File: config.mk
export PLATFORM = sky130hd
export DESIGN_NAME = thermal_alert_ctrl
export DESIGN_NICKNAME = d
export VERILOG_FILES = /design/src/rtl/thermal_alert_pkg.sv /design/src/rtl/tae_regs.sv /design/src/rtl/tae_compare.sv /design/src/rtl/tae_policy.sv /design/src/rtl/thermal_alert_ctrl.sv
export SDC_FILE = /design/constraint.sdc
export NUM_CORES = 1
export LEC_CHECK = 0
export BUFFER_PORTS_ARGS = -buffer_cell sky130_fd_sc_hd__buf_2
export CELL_PAD_IN_SITES_DETAIL_PLACEMENT = 1
export CELL_PAD_IN_SITES_GLOBAL_PLACEMENT = 2
export CORE_AREA = 2 2 107 109
export CTS_CLUSTER_DIAMETER = 80
export DETAILED_ROUTE_END_ITERATION = 12
export DIE_AREA = 0 0 109 111
export PLACE_DENSITY_LB_ADDON = 0.1
export SLEW_MARGIN = 20
export SYNTH_ARGS = -nofsm -noshare
export SYNTH_HDL_FRONTEND = slang
export SYNTH_SLANG_ARGS = --single-unit
File: constraint.sdc
create_clock -name clk -period 7.2 [get_ports clk]
set_clock_uncertainty 0.15 [all_clocks]
set_input_delay 0.36 -clock clk [delete_from_list [all_inputs] [get_ports clk]]
set_output_delay 0.36 -clock clk [all_outputs]
set_load 0.005 [all_outputs]
File: src/rtl/thermal_alert_pkg.sv
package thermal_alert_pkg;

    parameter int TEMP_W = 11;
    parameter int REG_W  = 16;
    parameter int ADDR_W = 3;

    localparam int CTRL_EN_BIT  = 0;
    localparam int CTRL_MODE_LO = 1;
    localparam int CTRL_MODE_HI = 2;
    localparam int STAT_ACK_BIT = 3;

    typedef logic signed [TEMP_W-1:0] temp_t;
    typedef logic        [TEMP_W-1:0] hyst_t;

    localparam temp_t TEMP_MAX = {1'b0, {(TEMP_W-1){1'b1}}};

    typedef enum logic [1:0] {
        MODE_LATCH = 2'd0,
        MODE_TRACK = 2'd1,
        MODE_CRIT  = 2'd2,
        MODE_SPARE = 2'd3
    } evt_mode_e;

    typedef enum logic [ADDR_W-1:0] {
        A_CTRL = 3'd0,
        A_HIGH = 3'd1,
        A_LOW  = 3'd2,
        A_CRIT = 3'd3,
        A_HYST = 3'd4,
        A_STAT = 3'd5
    } reg_addr_e;

    typedef struct packed {
        temp_t high;
        temp_t low;
        temp_t crit;
        hyst_t hyst;
    } limits_t;

    typedef struct packed {
        logic latched;
        logic crit;
        logic below;
        logic above;
    } status_t;

    function automatic logic [REG_W-1:0] sext_temp(temp_t v);
        return {{(REG_W-TEMP_W){v[TEMP_W-1]}}, v};
    endfunction

    function automatic logic [REG_W-1:0] zext_hyst(hyst_t v);
        return {{(REG_W-TEMP_W){1'b0}}, v};
    endfunction

endpackage

File: src/rtl/tae_regs.sv
module tae_regs
    import thermal_alert_pkg::*;
(
    input  logic              clk,
    input  logic              rst,
    input  logic              wr_en,
    input  logic [ADDR_W-1:0] addr,
    input  logic [REG_W-1:0]  wdata,
    input  status_t           status,
    output logic [REG_W-1:0]  rdata,
    output limits_t           limits,
    output evt_mode_e         mode,
    output logic              enable,
    output logic              ack_pulse
);

    logic unused_wbits;
    assign unused_wbits = ^wdata[REG_W-1:TEMP_W];

    always_ff @(posedge clk) begin
        if (rst) begin
            limits.high <= TEMP_MAX;
            limits.low  <= TEMP_MAX;
            limits.crit <= TEMP_MAX;
            limits.hyst <= '0;
            mode        <= MODE_LATCH;
            enable      <= 1'b0;
        end else if (wr_en) begin
            case (addr)
                A_CTRL: begin
                    enable <= wdata[CTRL_EN_BIT];
                    mode   <= evt_mode_e'(wdata[CTRL_MODE_HI:CTRL_MODE_LO]);
                end
                A_HIGH:  limits.high <= temp_t'(wdata[TEMP_W-1:0]);
                A_LOW:   limits.low  <= temp_t'(wdata[TEMP_W-1:0]);
                A_CRIT:  limits.crit <= temp_t'(wdata[TEMP_W-1:0]);
                A_HYST:  limits.hyst <= wdata[TEMP_W-1:0];
                default: ;
            endcase
        end
    end

    assign ack_pulse = wr_en && (addr == A_STAT) && wdata[STAT_ACK_BIT];

    always_comb begin
        rdata = '0;
        case (addr)
            A_CTRL:  rdata[CTRL_MODE_HI:0] = {mode, enable};
            A_HIGH:  rdata = sext_temp(limits.high);
            A_LOW:   rdata = sext_temp(limits.low);
            A_CRIT:  rdata = sext_temp(limits.crit);
            A_HYST:  rdata = zext_hyst(limits.hyst);
            A_STAT:  rdata[$bits(status_t)-1:0] = status;
            default: rdata = '0;
        endcase
    end

endmodule

File: src/rtl/tae_compare.sv
module tae_compare
    import thermal_alert_pkg::*;
(
    input  logic    clk,
    input  logic    rst,
    input  logic    valid,
    input  temp_t   temp,
    input  limits_t limits,
    output logic    win_hit,
    output logic    above_q,
    output logic    below_q,
    output logic    crit_q
);

    localparam int EXT_W = TEMP_W + 2;

    logic signed [EXT_W-1:0] temp_x;
    logic signed [EXT_W-1:0] release_x;
    logic                    over_high;
    logic                    under_low;
    logic                    hot;
    logic                    cool;

    assign over_high = $signed(temp) > $signed(limits.high);
    assign under_low = $signed(temp) < $signed(limits.low);
    assign hot       = $signed(temp) > $signed(limits.crit);

    assign temp_x    = {{2{temp[TEMP_W-1]}}, temp};
    assign release_x = $signed({{2{limits.crit[TEMP_W-1]}}, limits.crit})
                     - $signed({2'b00, limits.hyst});
    assign cool      = temp_x < release_x;

    assign win_hit   = valid && (over_high || under_low);

    always_ff @(posedge clk) begin
        if (rst) begin
            above_q <= 1'b0;
            below_q <= 1'b0;
            crit_q  <= 1'b0;
        end else if (valid) begin
            above_q <= over_high;
            below_q <= under_low;
            if (hot)
                crit_q <= 1'b1;
            else if (cool)
                crit_q <= 1'b0;
        end
    end

    // nothing moves without a valid sample
    p_idle_hold_r9: assert property (@(posedge clk) disable iff (rst)
        !valid |=> $stable({above_q, below_q, crit_q}));

    // a sample above the critical limit enters the critical state
    p_crit_enter_r4: assert property (@(posedge clk) disable iff (rst)
        (valid && hot) |=> crit_q);

    // the critical state holds inside the hysteresis band
    p_crit_band_r6: assert property (@(posedge clk) disable iff (rst)
        (crit_q && !(valid && cool)) |=> crit_q);

endmodule

File: src/rtl/tae_policy.sv
module tae_policy
    import thermal_alert_pkg::*;
(
    input  logic      clk,
    input  logic      rst,
    input  evt_mode_e mode,
    input  logic      enable,
    input  logic      ack_pulse,
    input  logic      win_hit,
    input  logic      above_q,
    input  logic      below_q,
    input  logic      crit_q,
    output logic      latch_q,
    output logic      pull_low
);

    logic evt_active;

    always_ff @(posedge clk) begin
        if (rst) begin
            latch_q <= 1'b0;
        end else if (mode == MODE_LATCH) begin
            if (win_hit)
                latch_q <= 1'b1;
            else if (ack_pulse)
                latch_q <= 1'b0;
        end
    end

    always_comb begin
        case (mode)
            MODE_LATCH: evt_active = latch_q || crit_q;
            MODE_CRIT:  evt_active = crit_q;
            default:    evt_active = above_q || below_q || crit_q;
        endcase
    end

    assign pull_low = enable && evt_active;

    // the latch survives until acknowledged
    p_latch_hold_r2: assert property (@(posedge clk) disable iff (rst)
        (mode == MODE_LATCH && latch_q && !ack_pulse) |=> latch_q);

    // an acknowledge without a new crossing clears the latch
    p_latch_ack_r2: assert property (@(posedge clk) disable iff (rst)
        (mode == MODE_LATCH && ack_pulse && !win_hit) |=> !latch_q);

    // outside latching mode the latch is frozen
    p_ack_inert_r8: assert property (@(posedge clk) disable iff (rst)
        (mode != MODE_LATCH) |=> $stable(latch_q));

endmodule

File: src/rtl/thermal_alert_ctrl.sv
module thermal_alert_ctrl
    import thermal_alert_pkg::*;
(
    input  logic              clk,
    input  logic              rst,
    input  logic              temp_valid,
    input  logic [TEMP_W-1:0] temp_in,
    input  logic              reg_wr,
    input  logic [ADDR_W-1:0] reg_addr,
    input  logic [REG_W-1:0]  reg_wdata,
    output logic [REG_W-1:0]  reg_rdata,
    output logic              evt_pull_low
);

    limits_t   limits;
    evt_mode_e mode;
    logic      enable;
    logic      ack_pulse;
    logic      win_hit;
    logic      above_q;
    logic      below_q;
    logic      crit_q;
    logic      latch_q;
    status_t   status;

    assign status = '{latched: latch_q, crit: crit_q, below: below_q, above: above_q};

    tae_regs u_regs (
        .clk       (clk),
        .rst       (rst),
        .wr_en     (reg_wr),
        .addr      (reg_addr),
        .wdata     (reg_wdata),
        .status    (status),
        .rdata     (reg_rdata),
        .limits    (limits),
        .mode      (mode),
        .enable    (enable),
        .ack_pulse (ack_pulse)
    );

    tae_compare u_compare (
        .clk     (clk),
        .rst     (rst),
        .valid   (temp_valid),
        .temp    (temp_t'(temp_in)),
        .limits  (limits),
        .win_hit (win_hit),
        .above_q (above_q),
        .below_q (below_q),
        .crit_q  (crit_q)
    );

    tae_policy u_policy (
        .clk       (clk),
        .rst       (rst),
        .mode      (mode),
        .enable    (enable),
        .ack_pulse (ack_pulse),
        .win_hit   (win_hit),
        .above_q   (above_q),
        .below_q   (below_q),
        .crit_q    (crit_q),
        .latch_q   (latch_q),
        .pull_low  (evt_pull_low)
    );

    // in critical-only mode the line stays released without the critical state
    p_crit_only_r5: assert property (@(posedge clk) disable iff (rst)
        (mode == MODE_CRIT && !crit_q) |-> !evt_pull_low);

endmodule

==> results.md <==
- Share of cells above drive strength 1: 12.4%
- Distinct cells, synth: 53
- Wire per inst: 19.3 um
- Mapped Area: 3930 um^2
- Finished Core Util: 39.6%
- Synth top area share: 26.0%
- Final Hold Violating Endpoints: 0
- Final Cycle Share: 46.0%
- MaxCap Viol Count: 0
- CTS Root Buffer Type: clkbuf_16
- Synth cell count leaders: nand2_1 (66), ha_1 (56), dfxtp_1 (51)
- Synth area leaders: dfxtp_1 (26%), ha_1 (18%), nand2_1 (6.3%)
- Tot Pwr: 0.000746 W
- Global-route wire length before repair: 20300 um
- Initial antenna violation count: 0
- TritonCTS Buffers: 5
- Status: completed
- Worst-case hold slack: 0.164 ns
- Cell taking the most area after synthesis: dfxtp_1
- Required time of the worst setup path: 7.19 ns
- # IOs: 51
- Vias in the first global route: 3703
- Slew HR: 34.4%
- Pin count of the biggest net entering global routing: 52
- Vias/cell: 5.47
- # setup viols final: 0
- Tmin final: 3.31 ns
- # rows: 39
- N_diodes: 0
- Cts repair resizes: 0
- CTS tree: yes
- Chip Height: 111 um
- Final Max Slew Viols: 0
- Setup TNS: 0 ns
- Hpwl dp: 9720 um
- Critical path class: reg -> reg
- Pleak: 2.12 nW
- CP Capture Type: flip-flop
- Clk sinks: 51
- CTS Hold Bufs: 0
- Complex-gate fraction of the synthesized area: 21.0%
- Simple-Gate Fraction of Synth Area: 20.9%
- Post-synth EDFFs: 0
- GRT Util Overall: 22.3%
- CP Launch Type: flip-flop
- Tightest Pin Transition: 0.984 ns
- Placer's final routability congestion estimate: 0.800
- Setup bufs post-CTS: 0
- Worst VDD drop: 0.108 mV
- Cell count after synthesis: 493
- H-tree depth: 2
- Total of warnings raised by yosys: 0
- Die Area: 12100 um^2
- Xor-xnor portion of the synthesized cell area: 1.78%
- Register area share after synthesis: 26.0%
- Die width: 109 um
- Adder and majority gate portion of the synthesized area: 18.3%
- Top FF cell, synth: dfxtp_1
- Initial DRC Count: 154
- FF+latch count, synth: 51
- Post-synthesis mux area share: 4.33%
- Core Region: 11100 um^2
- RSZ-0062 raised after global routing: no
- Min-Delay Path Class: in -> reg
- Final WL: 12900 um
- Global route overflow: 0
- PortBufs: 45
- Syn_area_per_cell: 7.97 um^2
- Maximum clock rate: 302 MHz
- Post-synth ARST share: 0%
- Largest family of logic cells by synthesized area: compound AO/OA/AOI/OAI gates
- CTS max path bufs: 2
- Syn nets: 584
- CP Max Fanout: 4
- Cell Pwr Density: 170 nW/um^2
- Most frequent cell after synthesis: nand2_1
- Post-route DRC violation count: 0
- Layout Nets: 613
- Initial Utilization: 35.5%
- Vias: 3646
- Worst-Skew Late Latency: 0.30 ns
- 1st-pass router iterations: 4
- Number of nets still failing antenna checks after routing: 0
- Clock transition at path regs: 0.08 ns
- Area added between synthesis and finish: 11.7%
- CP arrival: 3.31 ns
-- worst paths after layout --
check | from | end | slack (ns) | cells after the start
hold / removal | reg_wdata[7] | u_regs.limits[40] | 0.16 | 2
setup reg to reg | u_regs.limits[11] | u_compare.crit_q | 3.89 | 14
setup / recovery | u_regs.limits[11] | u_compare.crit_q | 3.89 | 14
hold reg to reg | u_regs.limits[10] | u_regs.limits[10] | 0.33 | 2
-- layout make-up --
type	instances	area [um^2]
fillers	1386	6690
multi-input cells	373	2610
flip-flops and latches	51	1020
repair buffers	46	233
well taps	143	179
inverters	45	169
clock buffers	6	139
clock inverters	2	38.8
-- kinds of logic after synthesis --
group	Yosys count
AO/OA/AOI/OAI	123
XOR/XNOR	8
adder cells (fa/ha/maj)	57
buffers and inverters	69
flip-flops	51
multiplexers	17
AND/OR/NAND/NOR	168
-- layer usage --
metal  vias up  global-route usage [%]  share of wire (%)  wire, um
li1       1786                       -                  -         -
met1      1785                    29.6                 47      6000
met2        60                    37.8                 49      6260
met3        15                    2.59                3.2       416
met4         0                    5.73                1.6       204
met5         -                       0                  0         0
-- state kept, by name, summed over array words and instances (netlist names) --
register and flops:
u_policy.latch_q 1, u_compare.above_q 1, u_compare.crit_q 1, u_regs.enable 1, u_compare.below_q 1, u_regs.mode 2
u_regs.limits 44
-- power by group --
| group | internal [W] | switching, W | total (W) | leakage [nW] |
|---|---|---|---|---|
| Sequential | 0.000292 | 0.00000912 | 0.000301 | 0.416 |
| Combinational | 0.0000609 | 0.0000904 | 0.000151 | 1.61 |
| Clock | 0.000175 | 0.000119 | 0.000294 | 0.0875 |
| Total | 0.000528 | 0.000219 | 0.000746 | 2.12 |
-- worst max-delay path, stage by stage (launching register included) --
cell and delay (ns):
dfxtp_1 0.40, inv_1 0.06, ha_1 0.21, fa_1 0.42, nor2b_1 0.12, o21ai_0 0.13
nand2b_1 0.18, a21oi_1 0.15, o21a_1 0.23, o21ai_0 0.20, ha_1 0.29, and4_1 0.25
o211ai_1 0.10, a31o_2 0.18, a31oi_1 0.07
-- layout by cell type, fill, tap and decap left out, drive strengths merged, types with 7 or more instances in the layout --
cell type,synthesis,routed
a211o,20,20
a21o,8,8
a21oi,38,38
buf,13,46
dfxtp,51,51
ha,56,56
inv,45,46
mux2i,17,17
nand2,66,66
nand2b,9,9
nand3,8,8
nand3b,14,14
nand4,7,7
nor2,39,39
nor2b,9,9
o21ai,17,17
o22ai,9,9
-- through the flow --
step / worst slack, ns / instance area, um^2 / cells
final: 3.89 / 4390 / 666
after CTS: 3.85 / 4390 / 666
after detailed placement: 3.87 / 4210 / 658
after floorplan: 4.43 / 3930 / 493
after global routing: 3.69 / 4390 / 666
after global placement: 3.90 / 4210 / 658
No activity file was read; power rests on OpenSTA's default activity.
